--- config.mk ---
export PLATFORM = sky130hd
export DESIGN_NAME = dma_req_scanner
export DESIGN_NICKNAME = d
export VERILOG_FILES = /design/src/rtl/dma_scan_pkg.sv /design/src/rtl/dma_req_bank.sv /design/src/rtl/dma_scan_fsm.sv /design/src/rtl/dma_req_scanner.sv
export SDC_FILE = /design/constraint.sdc
export NUM_CORES = 1
export LEC_CHECK = 0
export BUFFER_PORTS_ARGS = -buffer_cell sky130_fd_sc_hd__buf_2
export CORE_MARGIN = 3
export CORE_UTILIZATION = 40
export DETAILED_ROUTE_END_ITERATION = 10
export PLACE_DENSITY = 0.77
export SLEW_MARGIN = 20
export SYNTH_ARGS = -nofsm -noshare
export SYNTH_HDL_FRONTEND = slang
export SYNTH_SLANG_ARGS = --single-unit
--- constraint.sdc ---
create_clock -name clk -period 1.9 [get_ports clk]
set_clock_uncertainty 0.05 [all_clocks]
set_input_delay 0.57 -clock clk [delete_from_list [all_inputs] [get_ports clk]]
set_output_delay 0.57 -clock clk [all_outputs]
set_load 0.02 [all_outputs]
--- src/rtl/dma_scan_pkg.sv ---
package dma_scan_pkg;
  typedef enum logic [1:0] {
    SC_IDLE  = 2'd0,
    SC_WALK  = 2'd1,
    SC_SERVE = 2'd2
  } scan_state_e;
endpackage

--- src/rtl/dma_req_bank.sv ---
module dma_req_bank #(
  parameter int CH = 4,
  localparam int LW = $clog2(CH)
) (
  input  logic          clk,
  input  logic          rst_n,
  input  logic [CH-1:0] hold_i,
  input  logic [CH-1:0] release_i,
  input  logic          sw_we,
  input  logic          sw_set,
  input  logic [LW-1:0] sw_sel,
  input  logic          mask_we,
  input  logic [CH-1:0] mask_d,
  input  logic          ctrl_off,
  output logic [CH-1:0] eligible_o
);
  logic [CH-1:0] req_q, req_n;
  logic [CH-1:0] mask_q;
  logic          req_en;

  // Precedence: software write first, then hold sets, release clears last
  always_comb begin
    req_n = req_q;
    if (sw_we) req_n[sw_sel] = sw_set;
    req_n = req_n | hold_i;
    req_n = req_n & ~release_i;
  end

  assign req_en = sw_we | (|hold_i) | (|release_i);

  always_ff @(posedge clk or negedge rst_n) begin
    if (!rst_n) begin
      req_q  <= '0;
      mask_q <= '1;
    end else begin
      if (req_en)  req_q  <= req_n;
      if (mask_we) mask_q <= mask_d;
    end
  end

  assign eligible_o = ctrl_off ? '0 : (req_q & ~mask_q);
endmodule

--- src/rtl/dma_scan_fsm.sv ---
module dma_scan_fsm
  import dma_scan_pkg::*;
#(
  parameter int NCH = 8,
  localparam int IW = $clog2(NCH)
) (
  input  logic           clk,
  input  logic           rst_n,
  input  logic           trig_i,
  input  logic [NCH-1:0] eligible_i,
  input  logic           done_i,
  output logic [NCH-1:0] grant_o
);
  scan_state_e   st_q, st_n;
  logic [IW-1:0] idx_q, idx_n;
  logic          svc_q, svc_n;
  logic          pend_q, pend_n;
  logic          step;
  logic          last;

  assign last = (idx_q == IW'(NCH - 1));

  always_comb begin
    st_n   = st_q;
    idx_n  = idx_q;
    svc_n  = svc_q;
    pend_n = pend_q | trig_i;
    step   = 1'b0;
    case (st_q)
      SC_IDLE: begin
        if (pend_q) begin
          st_n   = SC_WALK;
          idx_n  = '0;
          svc_n  = 1'b0;
          pend_n = trig_i;
        end
      end
      SC_WALK: begin
        if (eligible_i[idx_q]) begin
          st_n  = SC_SERVE;
          svc_n = 1'b1;
        end else begin
          step = 1'b1;
        end
      end
      SC_SERVE: begin
        if (done_i) step = 1'b1;
      end
      default: st_n = SC_IDLE;
    endcase
    if (step) begin
      if (last) begin
        if (svc_q || pend_q) begin
          st_n   = SC_WALK;
          idx_n  = '0;
          svc_n  = 1'b0;
          pend_n = trig_i;
        end else begin
          st_n = SC_IDLE;
        end
      end else begin
        st_n  = SC_WALK;
        idx_n = idx_q + IW'(1);
      end
    end
  end

  always_ff @(posedge clk or negedge rst_n) begin
    if (!rst_n) begin
      st_q   <= SC_IDLE;
      idx_q  <= '0;
      svc_q  <= 1'b0;
      pend_q <= 1'b0;
    end else begin
      st_q   <= st_n;
      idx_q  <= idx_n;
      svc_q  <= svc_n;
      pend_q <= pend_n;
    end
  end

  for (genvar g = 0; g < NCH; g++) begin : g_grant
    assign grant_o[g] = (st_q == SC_SERVE) && (idx_q == IW'(g));
  end
endmodule

--- src/rtl/dma_req_scanner.sv ---
module dma_req_scanner #(
  parameter int NCTRL = 2,
  parameter int CH = 4,
  localparam int NCH = NCTRL * CH,
  localparam int LW = $clog2(CH)
) (
  input  logic             clk,
  input  logic             rst_n,
  input  logic [NCH-1:0]   hold_i,
  input  logic [NCH-1:0]   release_i,
  input  logic [NCTRL-1:0] sw_req_we,
  input  logic [LW:0]      sw_req_data,
  input  logic [NCTRL-1:0] mask_we,
  input  logic [CH-1:0]    mask_data,
  input  logic [NCTRL-1:0] ctrl_disable_i,
  input  logic             burst_done_i,
  output logic [NCH-1:0]   grant_o
);
  logic [NCH-1:0] eligible;
  logic           trig;

  assign trig = (|hold_i) | (|release_i) | (|sw_req_we) | (|mask_we);

  for (genvar c = 0; c < NCTRL; c++) begin : g_ctrl
    dma_req_bank #(.CH(CH)) u_bank (
      .clk        (clk),
      .rst_n      (rst_n),
      .hold_i     (hold_i[c*CH +: CH]),
      .release_i  (release_i[c*CH +: CH]),
      .sw_we      (sw_req_we[c]),
      .sw_set     (sw_req_data[LW]),
      .sw_sel     (sw_req_data[LW-1:0]),
      .mask_we    (mask_we[c]),
      .mask_d     (mask_data),
      .ctrl_off   (ctrl_disable_i[c]),
      .eligible_o (eligible[c*CH +: CH])
    );
  end

  dma_scan_fsm #(.NCH(NCH)) u_fsm (
    .clk        (clk),
    .rst_n      (rst_n),
    .trig_i     (trig),
    .eligible_i (eligible),
    .done_i     (burst_done_i),
    .grant_o    (grant_o)
  );
endmodule

==> results.txt <==
----------------------------------------------------
[Global route]
  First-pass GRT wire length ... 5660 um
  GRT overflow ... 0
  Vias in the first global route ... 1,240
  Antenna violations before repair ... 0
  Pin count of the biggest net entering global routing ... 24
  GRT Util Overall ... 0.169

[Status]
  Outcome ... finished with violations
  Failing checks ... setup timing

[Timing]
  Minimum period implied by the final worst setup slack ... 2.09 ns
  Ratio of final minimum period to clock period ... 1.10
  Hold violation total from the final report ... 0
  Setup repair after global routing missed its margin ... true
  Worst hold margin ... 0.217 ns
  Highest Clock Rate ... 0.479 GHz
  Final setup violation count ... 15
  Transition at the pin with the smallest max-transition slack ... 0.535 ns
  Pins over their slew limit ... 0
  Remaining max-slew budget at the tightest pin ... 0.640
  Slack of the critical path ... -0.187 ns

[Synth]
  Proportion of synthesized flip-flops having asynchronous set or reset ... 1.00
  Flip-flop and latch count after synthesis ... 23
  Most used DFF post-synth ... dfrtp_1
  Number of warning messages in the yosys log ... 0
  Gate Count Post-Synth ... 142
  Cell Area, Synth ... 1480 um2
  Unique cell type count in the Yosys netlist ... 34
  Net count after synthesis ... 185
  Part of the Yosys area used for sequential elements ... 0.397
  Post-synth EDFFs ... 0
  Post-synthesis area per instance ... 10.4 um2

[Detailed routing]
  Post-route DRC violation count ... 0
  Starting DRT DRC Count ... 31
  Number of routed nets with antenna violations ... 0
  Count of vias placed by the detailed router ... 1,252
  Average detailed-routed wire length per instance ... 13.6 um
  First-pass iteration count of the detailed router ... 4
  Via density ... 5.05
  Wirelength, routed ... 3380 um

[Setup path]
  Worst EP arrival ... 2.19 ns
  Worst r2r path cells ... 6
  CP Data Required Time ... 2.00 ns
  Worst Setup End Kind ... flop
  Highest net fanout along the worst path ... 4
  Launching element type of the critical path ... flop
  Setup Crit Path Kind ... flop to flop

[Clock tree]
  Hold Buf Count CTS ... 0
  Clock insertion delay at the later pin of the skew report ... 0.26 ns
  TritonCTS clock tree ... done
  Sinks on Clock Net ... 23
  Maximum buffer depth of the clock tree ... 2
  CTS root buf ... clkbuf_8
  Inserted Clock Buffers ... 3
  Worst-path clk slew ... 0.08 ns
  Maximum level of the CTS H-tree ... 1

[Finish]
  Area added between synthesis and finish ... 41.2%
  Number of nets at the end of the flow ... 246
  Fraction of layout cells with a size suffix above 1 ... 0.530
  Layout Utilization ... 0.606
  Multi-input gate area ... 941 um2
  Fill cell instance count of the final layout ... 297
  Register cell area after layout ... 587 um2
  Diodes inserted ... 0

[Floorplanning]
  Core footprint ... 3440 um2
  Number of top-level design ports ... 40
  Placement row count ... 21
  Starting density of the core ... 0.429
  Vertical die dimension ... 66.8 um
  Die width ... 66.8 um
  DIE AREA ... 4460 um2

[Power]
  Leakage power of the design ... 0.975 nW
  Total power divided by cell area ... 1020 nW/um2
  Max rail drop VDD ... 529 uV

[Job]
  Number of maximum-capacitance constraint violations ... 0

[Hold path]
  Classification of the worst-slack hold path ... input pin to async pin

[Placed design]
  Placer congestion estimate ... 0.846
  Total half-perimeter wirelength after legalization and detailed placement ... 2720 um
  Setup WS pre-CTS ... -0.190 ns
  Port-buffer cells ... 39

----------------------------------------------------
stage by stage:
stage / std cells / total power [mW] / instance area, um2 / TNS (ns)
finish: 248 / 2.13 / 2080 / -1.64
global route: 248 / 2.30 / 2080 / -2.59
CTS: 246 / 2.08 / 2000 / -1.52
detailed placement: 236 / 1.57 / 1800 / -0.894
global placement: 236 / 1.53 / 1800 / -0.473
floorplan: 142 / 1.25 / 1480 / -0.526
cells by family (layout without fill, tap and decap cells):
| group | Yosys count | after routing | synth area share |
|---|---|---|---|
| compound gates | 23 | 23 | 0.132 |
| flops | 23 | 23 | 0.397 |
| mux | 20 | 20 | 0.163 |
| simple gates | 47 | 47 | 0.169 |
| fa+ha+maj | 11 | 11 | 0.0932 |
| buf+inv | 18 | 78 | 0.0458 |
area by class of cell:
class,instances,share of cell area
Tap cell,46,0.0276
Inverter,17,0.0318
Clock buffer,4,0.0216
Sequential cell,23,0.282
Multi-Input combinational cell,101,0.451
Timing Repair Buffer,57,0.186
report_power, final:
group          switching (mW)  total [mW]  internal [mW]
Clock                   0.150       0.300          0.150
Combinational           0.538        1.20          0.663
Sequential             0.0547       0.633          0.579
Total                   0.743        2.13           1.39
cell usage in the layout (no fill, tap or decap), drive strengths merged, types with 3 or more instances in the layout:
cell,n
mux2,9
nor2b,3
ha,11
nand3,4
and3,3
a21oi,8
inv,17
and2,5
clkbuf,4
nor2,5
nor4,5
nand2,10
dfstp,8
nand2b,9
o22ai,3
dfrtp,15
buf,57
mux2i,9
cell usage after synthesis, drive strengths merged, types with 2 or more instances:
master,instances,area [um2]
nand2,10,37.5
nand3,4,20.0
nor4,5,31.3
dfrtp,15,375
nor2b,3,18.8
nand2b,9,56.3
mux2i,9,90.1
nor2,5,18.8
mux4,2,45.0
inv,17,63.8
a311oi,2,17.5
or2,2,12.5
ha,11,138
o22ai,3,25.0
o21ai,2,10.0
a21boi,2,15.0
dfstp,8,210
mux2,9,105
and3,3,18.8
a21oi,8,40.0
and2,5,31.3
state kept, by name, indices dropped and copies added, names as in the netlist:
signal and count:
u_fsm.svc_q 1, u_fsm.st_q 2, u_fsm.idx_q 3, u_fsm.pend_q 1, g_ctrl.u_bank.mask_q 8, g_ctrl.u_bank.req_q 8
worst max-delay path, stage by stage, from the launching register on:
cell and delay (ns):
dfrtp_1 0.40, inv_2 0.09, mux4_2 0.53, o32ai_4 0.31, o22a_4 0.24, o211ai_2 0.09, mux2_4 0.28
worst paths after layout:
kind	to	from	slack, ns
hold / removal	g_ctrl[0].u_bank.req_q[1]$_DFFE_PN0P_	rst_n	0.22
setup / recovery	u_fsm.st_q[0]$_DFFE_PN0P_	u_fsm.idx_q[1]$_DFF_PN0_	-0.19
hold reg to reg	g_ctrl[1].u_bank.req_q[3]$_DFFE_PN0P_	g_ctrl[1].u_bank.req_q[3]$_DFFE_PN0P_	0.55
min in group clk	g_ctrl[1].u_bank.req_q[2]$_DFFE_PN0P_	release_i[6]	0.41
setup reg to reg	u_fsm.st_q[0]$_DFFE_PN0P_	u_fsm.idx_q[1]$_DFF_PN0_	-0.19
max in group asynchronous	u_fsm.idx_q[2]$_DFF_PN0_	rst_n	1.21
what timing repair did:
item	CTS	global route
gates resized for setup	30	15
buffers inserted	6	2
endpoints found under the setup margin	15	15
pin swaps	4	1
per-layer routing:
metal | part of all wire | wire, um | GRT usage
met2 | 0.52 | 1770 | 0.309
met3 | 0.046 | 154 | 0.0219
met5 | 0 | 0 | 0
met4 | 0.012 | 40 | 0.0533
met1 | 0.42 | 1420 | 0.204
Note: power is estimated with default switching activity, not from simulation.
